**config.mk**
```make
export PLATFORM = sky130hd
export DESIGN_NAME = pmu_slot_allocator
export DESIGN_NICKNAME = d
export VERILOG_FILES = /design/src/rtl/slot_alloc_pkg.sv /design/src/rtl/slot_alloc_datapath.sv /design/src/rtl/slot_alloc_ctrl.sv /design/src/rtl/pmu_slot_allocator.sv
export SDC_FILE = /design/constraint.sdc
export NUM_CORES = 1
export LEC_CHECK = 0
export BUFFER_PORTS_ARGS = -buffer_cell sky130_fd_sc_hd__buf_4
export CAP_MARGIN = 20
export CORE_ASPECT_RATIO = 1.4
export CORE_UTILIZATION = 40
export CTS_BUF_LIST = sky130_fd_sc_hd__clkbuf_4
export DETAILED_ROUTE_END_ITERATION = 6
export PLACE_DENSITY_LB_ADDON = 0.1
export SLEW_MARGIN = 10
export SYNTH_ARGS = -nofsm -noshare
export SYNTH_HDL_FRONTEND = slang
export SYNTH_SLANG_ARGS = --single-unit
```
**constraint.sdc**
```tcl
create_clock -name clk -period 3.1 [get_ports clk]
set_input_delay 0.155 -clock clk [delete_from_list [all_inputs] [get_ports clk]]
set_output_delay 0.155 -clock clk [all_outputs]
set_load 0.02 [all_outputs]
```
**src/rtl/slot_alloc_pkg.sv**
```systemverilog
package slot_alloc_pkg;
  localparam int unsigned DEF_NUM_SLOTS = 10;
  localparam int unsigned DEF_EVENT_W   = 8;

  typedef struct packed {
    logic clearAll;  // release every slot
    logic commit;    // claim the picked slot
  } allocStrobe_t;
endpackage

```
**src/rtl/slot_alloc_datapath.sv**
```systemverilog
module slot_alloc_datapath
  import slot_alloc_pkg::*;
#(
  parameter int unsigned NUM_SLOTS = DEF_NUM_SLOTS,
  parameter int unsigned EVENT_W   = DEF_EVENT_W,
  localparam int unsigned IDX_W    = $clog2(NUM_SLOTS),
  localparam int unsigned CNT_W    = $clog2(NUM_SLOTS + 1)
) (
  input  logic                         clk,
  input  logic                         rst_n,
  input  allocStrobe_t                 strobe,
  input  logic                         clearReq,
  input  logic [NUM_SLOTS-1:0]         reqMask,
  input  logic [EVENT_W-1:0]           reqEventId,
  output logic                         found,
  output logic [IDX_W-1:0]             pickIdx,
  output logic [NUM_SLOTS-1:0]         occupied,
  output logic [NUM_SLOTS*EVENT_W-1:0] cfgBus,
  output logic [CNT_W-1:0]             freeCount
);

  logic [NUM_SLOTS-1:0] effOcc;
  logic [NUM_SLOTS-1:0] avail;

  // A clear in the same cycle makes the request see an empty bank
  assign effOcc = clearReq ? '0 : occupied;
  assign avail  = reqMask & ~effOcc;

  // First-fit: lowest set bit of avail wins
  always_comb begin
    found   = 1'b0;
    pickIdx = '0;
    for (int i = NUM_SLOTS - 1; i >= 0; i--) begin
      if (avail[i]) begin
        found   = 1'b1;
        pickIdx = IDX_W'(i);
      end
    end
  end

  // Occupancy and per-slot configuration
  for (genvar s = 0; s < NUM_SLOTS; s++) begin : gSlot
    logic hitSlot;
    assign hitSlot = strobe.commit && (pickIdx == IDX_W'(s));

    always_ff @(posedge clk or negedge rst_n) begin
      if (!rst_n) begin
        occupied[s]                     <= 1'b0;
        cfgBus[s*EVENT_W +: EVENT_W]    <= '0;
      end else if (hitSlot) begin
        occupied[s]                     <= 1'b1;
        cfgBus[s*EVENT_W +: EVENT_W]    <= reqEventId;
      end else if (strobe.clearAll) begin
        occupied[s]                     <= 1'b0;
        cfgBus[s*EVENT_W +: EVENT_W]    <= '0;
      end
    end
  end

  // Number of free slots in the current state
  always_comb begin
    freeCount = '0;
    for (int i = 0; i < NUM_SLOTS; i++) begin
      freeCount = freeCount + CNT_W'(!occupied[i]);
    end
  end

endmodule

```
**src/rtl/slot_alloc_ctrl.sv**
```systemverilog
module slot_alloc_ctrl
  import slot_alloc_pkg::*;
#(
  parameter int unsigned NUM_SLOTS = DEF_NUM_SLOTS,
  localparam int unsigned IDX_W    = $clog2(NUM_SLOTS)
) (
  input  logic             clk,
  input  logic             rst_n,
  input  logic             clearReq,
  input  logic             reqValid,
  input  logic             found,
  input  logic [IDX_W-1:0] pickIdx,
  output allocStrobe_t     strobe,
  output logic             grantValid,
  output logic             grantOk,
  output logic [IDX_W-1:0] grantSlot
);

  logic acceptNow;
  assign acceptNow       = reqValid && found;
  assign strobe.commit   = acceptNow;
  assign strobe.clearAll = clearReq;

  always_ff @(posedge clk or negedge rst_n) begin
    if (!rst_n) begin
      grantValid <= 1'b0;
      grantOk    <= 1'b0;
      grantSlot  <= '0;
    end else begin
      grantValid <= reqValid;
      grantOk    <= acceptNow;
      grantSlot  <= acceptNow ? pickIdx : '0;
    end
  end

endmodule

```
**src/rtl/pmu_slot_allocator.sv**
```systemverilog
module pmu_slot_allocator
  import slot_alloc_pkg::*;
#(
  parameter int unsigned NUM_SLOTS = DEF_NUM_SLOTS,
  parameter int unsigned EVENT_W   = DEF_EVENT_W
) (
  input  logic                                clk,
  input  logic                                rst_n,
  input  logic                                clear,
  input  logic                                req_valid,
  input  logic [EVENT_W-1:0]                  req_event_id,
  input  logic [NUM_SLOTS-1:0]                req_mask,
  output logic                                grant_valid,
  output logic                                grant_ok,
  output logic [$clog2(NUM_SLOTS)-1:0]        grant_slot,
  output logic [NUM_SLOTS-1:0]                slot_busy,
  output logic [NUM_SLOTS*EVENT_W-1:0]        slot_config,
  output logic [$clog2(NUM_SLOTS+1)-1:0]      free_count
);

  localparam int unsigned IDX_W = $clog2(NUM_SLOTS);

  allocStrobe_t     strobe;
  logic             found;
  logic [IDX_W-1:0] pickIdx;

  slot_alloc_datapath #(.NUM_SLOTS(NUM_SLOTS), .EVENT_W(EVENT_W)) uDatapath (
    .clk        (clk),
    .rst_n      (rst_n),
    .strobe     (strobe),
    .clearReq   (clear),
    .reqMask    (req_mask),
    .reqEventId (req_event_id),
    .found      (found),
    .pickIdx    (pickIdx),
    .occupied   (slot_busy),
    .cfgBus     (slot_config),
    .freeCount  (free_count)
  );

  slot_alloc_ctrl #(.NUM_SLOTS(NUM_SLOTS)) uCtrl (
    .clk        (clk),
    .rst_n      (rst_n),
    .clearReq   (clear),
    .reqValid   (req_valid),
    .found      (found),
    .pickIdx    (pickIdx),
    .strobe     (strobe),
    .grantValid (grant_valid),
    .grantOk    (grant_ok),
    .grantSlot  (grant_slot)
  );

endmodule

```
# ---- After elaboration in Yosys (flattened, before gate mapping)
# Cells that the tools add are included.
dict set report op_classes {
  bitwise_logic 2
  shift 0
  n_mul 0
  n_eq_ne 9
  n_div 0
  reduce_logical 32
  addsub 9
  mux 44
  order_cmp 0
}
# operator n
set ops {}
lappend ops {{8-bit 2-to-1 mux} 11}
lappend ops {{4-bit 2-to-1 mux} 11}
lappend ops {{4-bit by 1-bit adder with 4-bit output} 8}
lappend ops {{1-bit 2-to-1 mux} 21}
lappend ops {{2-bit nonzero test} 10}
lappend ops {{4-bit by 3-bit == test with 1-bit output, second input constant} 4}
lappend ops {{1-bit logical AND} 11}
lappend ops {{10-bit AND} 1}
lappend ops {{1-bit zero test} 10}
lappend ops {{10-bit 2-to-1 mux} 1}
lappend ops {{10-bit inverter} 1}
lappend ops {{4-bit by 2-bit == test with 1-bit output, second input constant} 2}
lappend ops {{4-bit == test, second input constant} 2}
lappend ops {{4-bit by 1-bit == test with 1-bit output, second input constant} 1}
lappend ops {{4-bit zero test} 1}
lappend ops {{1-bit by 1-bit adder with 2-bit output} 1}
dict set report totals {
  in_bits 22
  latchBits 0
  rom_bits 0
  wordCells 119
  ramBits 0
  regBits 96
  mem_count 0
  out_inout_bits 100
}

# ---- Longest topological paths before layout
# Gate-level depths: netlist (run 1).
dict set report depth {
  word_depth 16
  ltp_mapped 10
  ltp_nobuf 10
}

# ---- Cells and area by module
# From an unflattened synthesis (run 1), not the netlist that was laid out.
dict set report unflattened {
  hier_cells 394
  hier_area_um2 4723.3
}
# mod area_each_um2 seq_area_each_um2 n_inst cells_each
set by_module_without_submodules {}
lappend by_module_without_submodules {slot_alloc_datapath 4525.6 2252.2 1 381}
lappend by_module_without_submodules {slot_alloc_ctrl 197.7 150.1 1 13}

# ---- Worst setup path after synthesis (run 1)
# OpenSTA, ideal clock, no wires.
dict set report synth_path {
  path_kind {register to output}
  startpoint {reg uDatapath.occupied[1]}
  endpoint {out free_count[2]}
  t_required_ns 2.945
  n_path_buf 0
  path_slack_ns -0.581
  stages_incl_launch_ff 10
  t_arrival_ns 3.526
  cell_sequence {dfrtp_1 > inv_1 > ha_1 > fa_1 > fa_1 > fa_1 > inv_1 > fa_1 > fa_1 > xnor2_1}
}
dict set report synth_between {
  elab_chain_cells 10
}
# item line_no
set synth_rtl {}
lappend synth_rtl {{start: declaration} slot_alloc_datapath.sv:17} ;# output logic [NUM_SLOTS-1:0] occupied,
lappend synth_rtl {{start signal: indexed assignment} slot_alloc_datapath.sv:48} ;# occupied[s] <= 1'b0;
lappend synth_rtl {{start signal: indexed assignment} slot_alloc_datapath.sv:51} ;# occupied[s] <= 1'b1;
lappend synth_rtl {{start signal: indexed assignment} slot_alloc_datapath.sv:54} ;# occupied[s] <= 1'b0;
lappend synth_rtl {{1-bit zero test} slot_alloc_datapath.sv:64} ;# freeCount = freeCount + CNT_W'(!occupied[i]);
lappend synth_rtl {{1-bit by 1-bit adder with 2-bit output} slot_alloc_datapath.sv:64}
lappend synth_rtl {{4-bit by 1-bit adder with 4-bit output (8 in series)} slot_alloc_datapath.sv:64}
lappend synth_rtl {{end: declaration} pmu_slot_allocator.sv:18} ;# output logic [$clog2(NUM_SLOTS+1)-1:0] free_count
# Every way passes these cells.

# ---- Final worst setup path (run 1)
# Ends and elaborated chain as after synthesis.

==> results of run 1 <==
[tightest hold or removal path: cells and delay by family]
kind / cells / cell delay [ns]
simple gates: 2 / 0.13
buf+inv: 1 / 0.16
[per-stage QoR]
step	TNS, ns	worst slack (ns)	area (sq um)	std cells
after floorplan	-0.450	-0.248	4560	399
after global placement	-0.505	-0.254	5660	654
after detailed placement	-0.632	-0.313	5660	654
after CTS	-2.44	-0.768	5900	676
after global routing	-2.99	-0.899	5900	677
final	-2.30	-0.731	5900	677
[report_power, final]
part	internal, mW	total, mW	switching [mW]
Clock	0.326	0.735	0.409
Sequential	1.30	1.33	0.0294
Combinational	0.254	0.598	0.344
[kinds of logic after synthesis]
| group | Yosys count |
|---|---|
| compound gates | 37 |
| xor+xnor | 1 |
| fa+ha+maj | 11 |
| buf+inv | 48 |
| flops | 96 |
| mux | 60 |
| simple gates | 146 |
[sequential cells by signal (all words and copies together), names as in the netlist]
signal / count
uCtrl.grantOk: 1
uDatapath.cfgBus: 80
uCtrl.grantValid: 1
uDatapath.occupied: 10
uCtrl.grantSlot: 4
[how the worst max path moves through the flow]
stage / startpoint / end / slack [ns] / cells after the start
floorplan: uDatapath.occupied[1]$_DFFE_PN0P_ / free_count[2] / -0.25 / 9
global placement: uDatapath.occupied[0]$_DFFE_PN0P_ / free_count[1] / -0.25 / 10
detailed placement: uDatapath.occupied[0]$_DFFE_PN0P_ / free_count[2] / -0.31 / 10
CTS: uDatapath.occupied[1]$_DFFE_PN0P_ / free_count[2] / -0.77 / 10
global route: uDatapath.occupied[1]$_DFFE_PN0P_ / free_count[2] / -0.90 / 10
finish: uDatapath.occupied[1]$_DFFE_PN0P_ / free_count[2] / -0.73 / 10
[Yosys cell counts (all sizes together)]
library cell	n	area, sq um
o2111ai	1	15.0
a21oi	1	5.00
fa	6	120
and2	4	25.0
a222oi	1	10.0
nor3	3	26.3
o211ai	2	15.0
o21ai	13	68.8
buf	13	58.8
dfrtp	96	2400
o32ai	5	43.8
nor2b	44	275
a32oi	1	16.3
clkinv	3	16.3
nand3	18	90.1
o31ai	1	7.51
xnor2	1	8.76
or2	1	6.26
ha	5	62.6
inv	23	86.3
clkbuf	9	33.8
a221o	1	10.0
a31o	6	52.6
o21a	2	15.0
o221ai	1	8.76
a21boi	1	7.51
mux2i	18	180
and3	9	56.3
mux2	42	473
nor2	7	52.6
a21o	1	7.51
nand2	48	188
nand2b	12	75.1
[repair_timing]
item	in CTS	in global routing
gates resized for setup	6	1
hold endpoints to repair	64	0
setup endpoints to repair	4	4
hold buffers	7	0
pin swaps	3	0
[layout make-up]
type,instances,share of cell area (%)
diodes,1,0.0424
clock inverters,5,1.23
flip-flops and latches,96,40.8
clock buffers,10,1.27
multi-input cells,255,33.2
inverters,26,1.74
repair buffers,143,18.8
well taps,141,2.99
[per-layer routing]
layer | share of wire [%] | vias up
met3 | 4.4 | 18
met5 | 0 | -
met1 | 41 | 1736
met4 | 2.1 | 0
li1 | - | 1598
met2 | 53 | 75
==> metrics, run 1 <==
worst path bufs/invs 3; Final Slew Violations 0; max_slew headroom 48.9%; Initial Utilization 41.4%; Mapped Cells 399; Avg Inst Size Synth 11.3 sq um; sequential area share after synthesis 53.2%; dpl hpwl 8520 um; violated checks negative setup slack; die area 11700 sq um; total gr overflow 0; Final min period 3.83 ns; Layout Utilization 54.0%; Final setup viols 4; vias in the first global route 3460; mux share of post-synthesis cell area 14.5%; die height 128 um; layout cells sized above 1 40.9%; Iteration-0 DRC Markers 160; syn nets 432; unique cell type count in the Yosys netlist 43; worst slew pin tran 0.766 ns; fin crit share 124%; Setup Crit Path Kind flop to primary output; Final ANT Viol Nets 0; Critical Path AT 3.68 ns; final net count 564; GR peak layer met2; reg-to-reg endpoint uDatapath.cfgBus[25]$_DFFE_PN0P_; CP required 2.94 ns; Critical Path Max Stage Delay 0.50 ns; Synth Area in Compound Gates 6.26%; Synth Area in Adders 4.04%; commonest non-fill, non-tap cell in the layout buf_4; total power 2.66 mW; Filler cells 1018; global-route wire length before repair 19000 um; worst hold start req_event_id[6]; Leak 3.07 nW; drt via density 5.06; I/O pin count 122; simple-gate area share of the yosys netlist 17.6%; GRT met2 Usage 37.1%; final hold slack 0.0312 ns; fin worst setup slack -0.731 ns; worst-skew pair later-pin latency 0.45 ns; Core ar. 10900 sq um; Hold Path Depth 3; critical path's slowest cell fa_1; CP dominant cell by count fa_1; gr usage total 21.8%; most frequent cells in the layout buf_4, dfrtp_1, nand2_1, nor2b_1, mux2_2; HP Class primary input to flop; Hold Vio Cnt, Final 0; R2R setup slack 0.47 ns; Sequential Area 2400 sq um; TritonCTS Buffers 9; MaxCap Viol Count 0; CP delay by family, top adder cells; Post-Route WL 12200 um; P per Cell Area 452 nW/um^2; DRC Markers 0; CP Cell Sequence inv_2, ha_4, fa_1, fa_1, fa_1, inv_2, fa_2, fa_2, xnor2_4, buf_6; CTS tree done; postcts setup bufs 0; Max VDD drop 0.232 mV; H-Tree Depth 3; Ys Warns 0; area delta synth->final 30.5%; Worst setup SP type flop; CP Max Fanout 2; met3 Use GR 4.69%; Worst-path clk slew 0.15 ns; crit end category primary output; CTS max path bufs 2; Pre-antenna DRT Iters 4; Reg2Reg Depth 7; WL per Instance 18.0 um; Port Buffers 121; outcome finished with violations; via count 3427; clk_skew 0.0199 ns; multi-input logic area 1960 sq um; CTS sink cnt 96; chip width 91.8 um; count of state elements after synthesis 96; hold path endpoint uDatapath.cfgBus[14]$_DFFE_PN0P_; largest family of logic cells by synthesized area simple AND/OR/NAND/NOR gates; post-synth design cell area 4520 sq um; row count 45; initial antenna violation count 1; Root Driver clkbuf_4; Max Clk Rate 261 MHz; M1 GR Usage 26.7%; RSZ-0062 raised after global routing true; FF-to-FF Start uDatapath.occupied[8]$_DFFE_PN0P_; GP Congestion 0.815; post-synthesis xor/xnor area fraction 0.194%; largest net degree at the start of global routing 60
(Power assumes the default switching activity.)
==> inputs of run 2 (changes only) <==
- CORE_UTILIZATION: 40 -> 49
==> metrics, run 2 (synthesis gave the netlist of run 1 again) <==
Post-Route WL 11600 um (was 12200 um); fin crit share 123% (was 124%); Final Slew Violations 0 (unchanged); drt via density 5.37 (was 5.06); worst hold start req_event_id[5] (was req_event_id[6]); top flop regs uDatapath.cfgBus x80, uDatapath.occupied x10, uCtrl.grantSlot x4 (unchanged); final hold slack 0.0264 ns (was 0.0312 ns); Sequential Area 2400 sq um (unchanged); I/O pin count 122 (unchanged); RSZ-0062 raised after global routing true (unchanged); area delta synth->final 29.2% (was 30.5%); worst-skew pair later-pin latency 0.45 ns (about the same); via count 3445 (was 3427); reg-to-reg endpoint uDatapath.cfgBus[54]$_DFFE_PN0P_ (was uDatapath.cfgBus[25]$_DFFE_PN0P_); Worst setup SP type flop (unchanged); FF-to-FF Start uDatapath.occupied[8]$_DFFE_PN0P_ (unchanged); Max Clk Rate 262 MHz (was 261 MHz); Hold Path Depth 3 (unchanged); Iteration-0 DRC Markers 254 (was 160); # diodes 0 (was 1); Worst-path clk slew 0.14 ns (was 0.15 ns); row count 41 (was 45); Final min period 3.81 ns (was 3.83 ns); CTS tree done (unchanged); largest net degree at the start of global routing 55 (was 60); Largest Register uDatapath.cfgBus (unchanged); R2R setup slack 0.61 ns (was 0.47 ns); DP Area 5620 sq um (was 5660 sq um); P per Cell Area 455 nW/um^2 (was 452 nW/um^2); Setup Crit Path Kind flop to primary output (unchanged); Core ar. 8980 sq um (was 10900 sq um); commonest non-fill, non-tap cell in the layout buf_4 (unchanged); outcome finished with violations (unchanged); part of the power in the clock network 28.0% (was 27.6%); layout cells sized above 1 40.8% (was 40.9%); hold path endpoint uDatapath.cfgBus[13]$_DFFE_PN0P_ (was uDatapath.cfgBus[14]$_DFFE_PN0P_); Hold Vio Cnt, Final 0 (unchanged); Final Cell Area 5840 sq um (was 5900 sq um); pre-CTS WS -0.276 ns (was -0.313 ns); most frequent cells in the layout buf_4, dfrtp_1, nand2_1, nor2b_1, mux2_2 (unchanged); Port Buffers 121 (unchanged); CP Max Fanout 2 (unchanged); max FFs per register 80 (unchanged); worst slew pin tran 0.706 ns (was 0.766 ns); Leak 3.07 nW (about the same); Critical Path AT 3.66 ns (was 3.68 ns); Max VDD drop 0.433 mV (was 0.232 mV); TritonCTS Buffers 9 (unchanged); MaxCap Viol Count 0 (unchanged); CTS sink cnt 96 (unchanged); die height 116 um (was 128 um); Filler cells 762 (was 1018); CP required 2.94 ns (about the same); final net count 562 (was 564); chip width 83.2 um (was 91.8 um); Power Internal 1.89 mW (was 1.88 mW); CTS max path bufs 2 (unchanged); vias in the first global route 3484 (was 3460); switching share of power 28.9% (was 29.4%); Critical Path Start uDatapath.occupied[1]$_DFFE_PN0P_ (unchanged); H-Tree Depth 3 (unchanged); die area 9620 sq um (was 11700 sq um); initial antenna violation count 0 (was 1); dpl hpwl 8210 um (was 8520 um); HP Class primary input to flop (unchanged); global-route wire length before repair 18000 um (was 19000 um); gr usage total 24.7% (was 21.8%); crit end category primary output (unchanged); clk_skew 0.0155 ns (was 0.0199 ns); multi-input logic area 1960 sq um (unchanged); WL per Instance 18.0 um (about the same); Root Driver clkbuf_4 (unchanged); Final setup viols 4 (unchanged); Sequential Power Share 50.0% (was 49.9%); Final ANT Viol Nets 0 (unchanged); switching power of the nets 768 uW (was 782 uW); total power 2.66 mW (about the same); part of the power in combinational logic 22.0% (was 22.5%); max_slew headroom 52.9% (was 48.9%); Reg2Reg Depth 7 (unchanged); Initial Utilization 50.3% (was 41.4%); violated checks negative setup slack (unchanged); DRC Markers 0 (unchanged); total gr overflow 0 (unchanged); Pre-antenna DRT Iters 5 (was 4); fin worst setup slack -0.712 ns (was -0.731 ns); GP Congestion 0.834 (was 0.815)
run 2: changes by cell type in the layout (fill, tap and decap cells not counted):
cell           previous run  this run
diode_2                   1         0
clkinv_1                  4         5
clkbuf_4                 10        11
dlygate4sd3_1             7         5
inv_1                    18        19
clkinv_2                  1         0
inv_2                     5         4
run 2: final cells by class:
class | count | area share [%]
Sequential cell | 96 | 41.2
Multi-Input combinational cell | 255 | 33.5
Timing Repair Buffer | 141 | 18.6
Tap cell | 107 | 2.29
Inverter | 26 | 1.76
Clock buffer | 11 | 1.41
Clock inverter | 5 | 1.22
run 2: how the worst max path moves through the flow:
stage                     cells past startpoint             to
after detailed placement                     10  free_count[2]
after global placement                       10  free_count[2]
after global routing                         10  free_count[2]
final                                        10  free_count[2]
after floorplan                               9  free_count[2]
after CTS                                    10  free_count[2]
run 2: critical path, stage by stage, from the launching register on:
cell and delay [ns]:
dfrtp_2 0.43, inv_2 0.07, ha_4 0.20, fa_1 0.45, fa_1 0.48, fa_1 0.49
inv_1 0.05, fa_2 0.35, fa_2 0.40, xnor2_4 0.17, buf_6 0.13
run 2: routing by layer:
metal  global-route usage (%)  vias up  wire length, um
met4                     12.8        0              328
met2                     42.5       98             6040
met5                        0        -                0
li1                         -     1587                -
met1                     30.6     1739             4740
met3                     3.35       21              468
run 2: power groups by stage:
stage / sequential (mW) / clock, mW / combinational (mW)
floorplan: 1.41 / 0 / 0.260
global placement: 1.35 / 0 / 0.554
detailed placement: 1.35 / 0 / 0.566
CTS: 1.33 / 0.758 / 0.592
global route: 1.33 / 0.800 / 0.638
finish: 1.33 / 0.743 / 0.584
run 2: through the flow:
stage               setup TNS (ns)  instances  utilization (%)
floorplan                   -0.450        399                -
global placement            -0.518        620             62.6
detailed placement          -0.550        620             62.6
CTS                          -2.27        641             65.0
global route                 -2.69        641             65.0
finish                       -2.15        641             65.0
run 2: what timing repair did:
| item | in CTS | in global routing |
|---|---|---|
| hold buffers | 5 | 0 |
| resized for setup | 6 | 0 |
| hold endpoints to repair | 57 | 0 |
| pin swaps | 3 | 0 |
| setup endpoints to repair | 4 | 4 |
| setup buffers | 0 | 0 |
==> inputs of run 3 (changes only) <==
- PLACE_DENSITY: unset -> 0.8
- PLACE_DENSITY_LB_ADDON: 0.1 -> unset
==> metrics, run 3 (synthesis gave the netlist of run 1 again) <==
outcome finished with violations (unchanged); violated checks negative setup slack (unchanged); Power Internal 1.73 mW (was 1.89 mW); CTS sink cnt 96 (unchanged); pre-CTS WS -0.334 ns (was -0.276 ns); HP Class primary input to flop (unchanged); CTS max path bufs 2 (unchanged); Initial Utilization 50.3% (unchanged); max_slew headroom 42.5% (was 52.9%); clk_skew 0.00982 ns (was 0.0155 ns); worst-skew pair later-pin latency 0.45 ns (about the same); Hold Vio Cnt, Final 0 (unchanged); Pre-antenna DRT Iters 4 (was 5); Sequential Power Share 53.4% (was 50.0%); crit end category primary output (unchanged); Max VDD drop 0.306 mV (was 0.433 mV); reg-to-reg endpoint uDatapath.cfgBus[70]$_DFFE_PN0P_ (was uDatapath.cfgBus[54]$_DFFE_PN0P_); area delta synth->final 27.2% (was 29.2%); R2R setup slack 0.30 ns (was 0.61 ns); total gr overflow 0 (unchanged); commonest non-fill, non-tap cell in the layout buf_4 (unchanged); total power 2.49 mW (was 2.66 mW); GP Congestion 0.827 (was 0.834); Final ANT Viol Nets 0 (unchanged); Reg2Reg Depth 10 (was 7); top flop regs uDatapath.cfgBus x80, uDatapath.occupied x10, uCtrl.grantSlot x4 (unchanged); placed insts 613 (was 620); CP required 2.94 ns (about the same); row count 41 (unchanged); die area 9620 sq um (unchanged); Max Clk Rate 258 MHz (was 262 MHz); Critical Path Start uDatapath.occupied[1]$_DFFE_PN0P_ (unchanged); fin worst setup slack -0.781 ns (was -0.712 ns); Final setup viols 4 (unchanged); Critical Path AT 3.73 ns (was 3.66 ns); I/O pin count 122 (unchanged); H-Tree Depth 3 (unchanged); CTS tree done (unchanged); Final Slew Violations 0 (unchanged); drt via density 5.52 (was 5.37); dpl hpwl 8060 um (was 8210 um); FF-to-FF Start uDatapath.occupied[1]$_DFFE_PN0P_ (was uDatapath.occupied[8]$_DFFE_PN0P_); via count 3505 (was 3445); Final min period 3.88 ns (was 3.81 ns); switching power of the nets 765 uW (was 768 uW); Worst-path clk slew 0.14 ns (about the same); Largest Register uDatapath.cfgBus (unchanged); vias in the first global route 3557 (was 3484); Setup Crit Path Kind flop to primary output (unchanged); worst slew pin tran 0.862 ns (was 0.706 ns); Worst setup SP type flop (unchanged); gr usage total 24.2% (was 24.7%); layout cells sized above 1 40.9% (was 40.8%); MaxCap Viol Count 0 (unchanged); Critical Path End free_count[2] (unchanged); TritonCTS Buffers 9 (unchanged); switching share of power 30.7% (was 28.9%); initial antenna violation count 0 (unchanged); final hold slack 0.0233 ns (was 0.0264 ns); Root Driver clkbuf_4 (unchanged); RSZ-0062 raised after global routing true (unchanged); max FFs per register 80 (unchanged); part of the power in the clock network 23.1% (was 28.0%); Iteration-0 DRC Markers 230 (was 254); final net count 557 (was 562); part of the power in combinational logic 23.5% (was 22.0%); most frequent cells in the layout buf_4, dfrtp_1, nand2_1, nor2b_1, mux2_2 (unchanged); WL per Instance 17.9 um (was 18.0 um); global-route wire length before repair 17800 um (was 18000 um); non-filler instance count after layout 635 (was 641); chip width 83.2 um (unchanged); Port Buffers 121 (unchanged); DRC Markers 0 (unchanged); largest net degree at the start of global routing 70 (was 55); CP Max Fanout 2 (unchanged); fin crit share 125% (was 123%); P per Cell Area 434 nW/um^2 (was 455 nW/um^2); # diodes 0 (unchanged); Core ar. 8980 sq um (unchanged); Layout Utilization 64.0% (was 65.0%); Post-Route WL 11300 um (was 11600 um); die height 116 um (unchanged); Leak 3.03 nW (was 3.07 nW)
==> run 3: cell count changes in the layout (fill, tap and decap cells not counted), sizes merged <==
cell         delta
clkinv          +1
buf             -3
dlygate4sd3     -2
bufinv          -2
==> run 3: worst min-delay path by stage <==
stage	from	to	slack, ns	cells past startpoint
final	req_event_id[1]	uDatapath.cfgBus[9]$_DFFE_PN0P_	0.02	3
after global routing	req_event_id[4]	uDatapath.cfgBus[12]$_DFFE_PN0P_	0.009	3
after CTS	req_event_id[1]	uDatapath.cfgBus[9]$_DFFE_PN0P_	0.005	3
after detailed placement	req_valid	uCtrl.grantValid$_DFF_PN0_	0.29	1
after global placement	req_valid	uCtrl.grantValid$_DFF_PN0_	0.29	1
after floorplan	rst_n	uCtrl.grantOk$_DFF_PN0_	-0.14	0
==> run 3: per-stage QoR <==
| step | setup TNS, ns | cell area (sq um) |
|---|---|---|
| 2_1_floorplan | -0.450 | 4560 |
| 3_3_place_gp | -0.500 | 5570 |
| 3_5_place_dp | -0.720 | 5570 |
| 4_1_cts | -2.73 | 5740 |
| 5_1_grt | -3.03 | 5750 |
| 6_report | -2.54 | 5750 |
==> run 3: metal layers <==
| metal | routed length [um] | GRT usage (%) | up-vias | part of all wire (%) |
|---|---|---|---|---|
| met3 | 561 | 4.91 | 28 | 4.9 |
| met5 | 0 | 0 | - | 0 |
| met4 | 326 | 11.7 | 0 | 2.9 |
| met2 | 6040 | 43.2 | 116 | 53 |
| li1 | - | - | 1582 | - |
| met1 | 4410 | 28.1 | 1779 | 39 |
==> run 3: area by class of cell <==
| class | count | area [sq um] |
|---|---|---|
| Fill cell | 695 | 3230 |
| Clock inverter | 4 | 22.5 |
| Sequential cell | 96 | 2400 |
| Tap cell | 107 | 134 |
| Inverter | 26 | 103 |
| Clock buffer | 11 | 82.6 |
| Multi-Input combinational cell | 255 | 1960 |
| Timing Repair Buffer | 136 | 1040 |
==> run 3: critical path: stages, from the launching register on <==
cell and delay (ns):
dfrtp_2 0.43, inv_2 0.07, ha_4 0.20, fa_1 0.52
fa_1 0.44, fa_1 0.49, inv_1 0.05, fa_2 0.36
fa_2 0.42, xnor2_4 0.17, buf_6 0.13
==> run 3: power by group through the flow <==
stage | Combinational [mW] | Clock [mW] | Sequential (mW)
finish | 0.587 | 0.575 | 1.33
global route | 0.641 | 0.632 | 1.34
floorplan | 0.260 | 0 | 1.41
detailed placement | 0.560 | 0 | 1.35
global placement | 0.538 | 0 | 1.35
CTS | 0.591 | 0.590 | 1.33
==> run 3: repair_timing <==
item,4_1_cts,5_1_grt
setup buffers,3,1
gates resized for setup,6,0
hold buffers,3,0
setup endpoints to repair,4,4
pin swaps,4,3
hold endpoints to repair,71,0
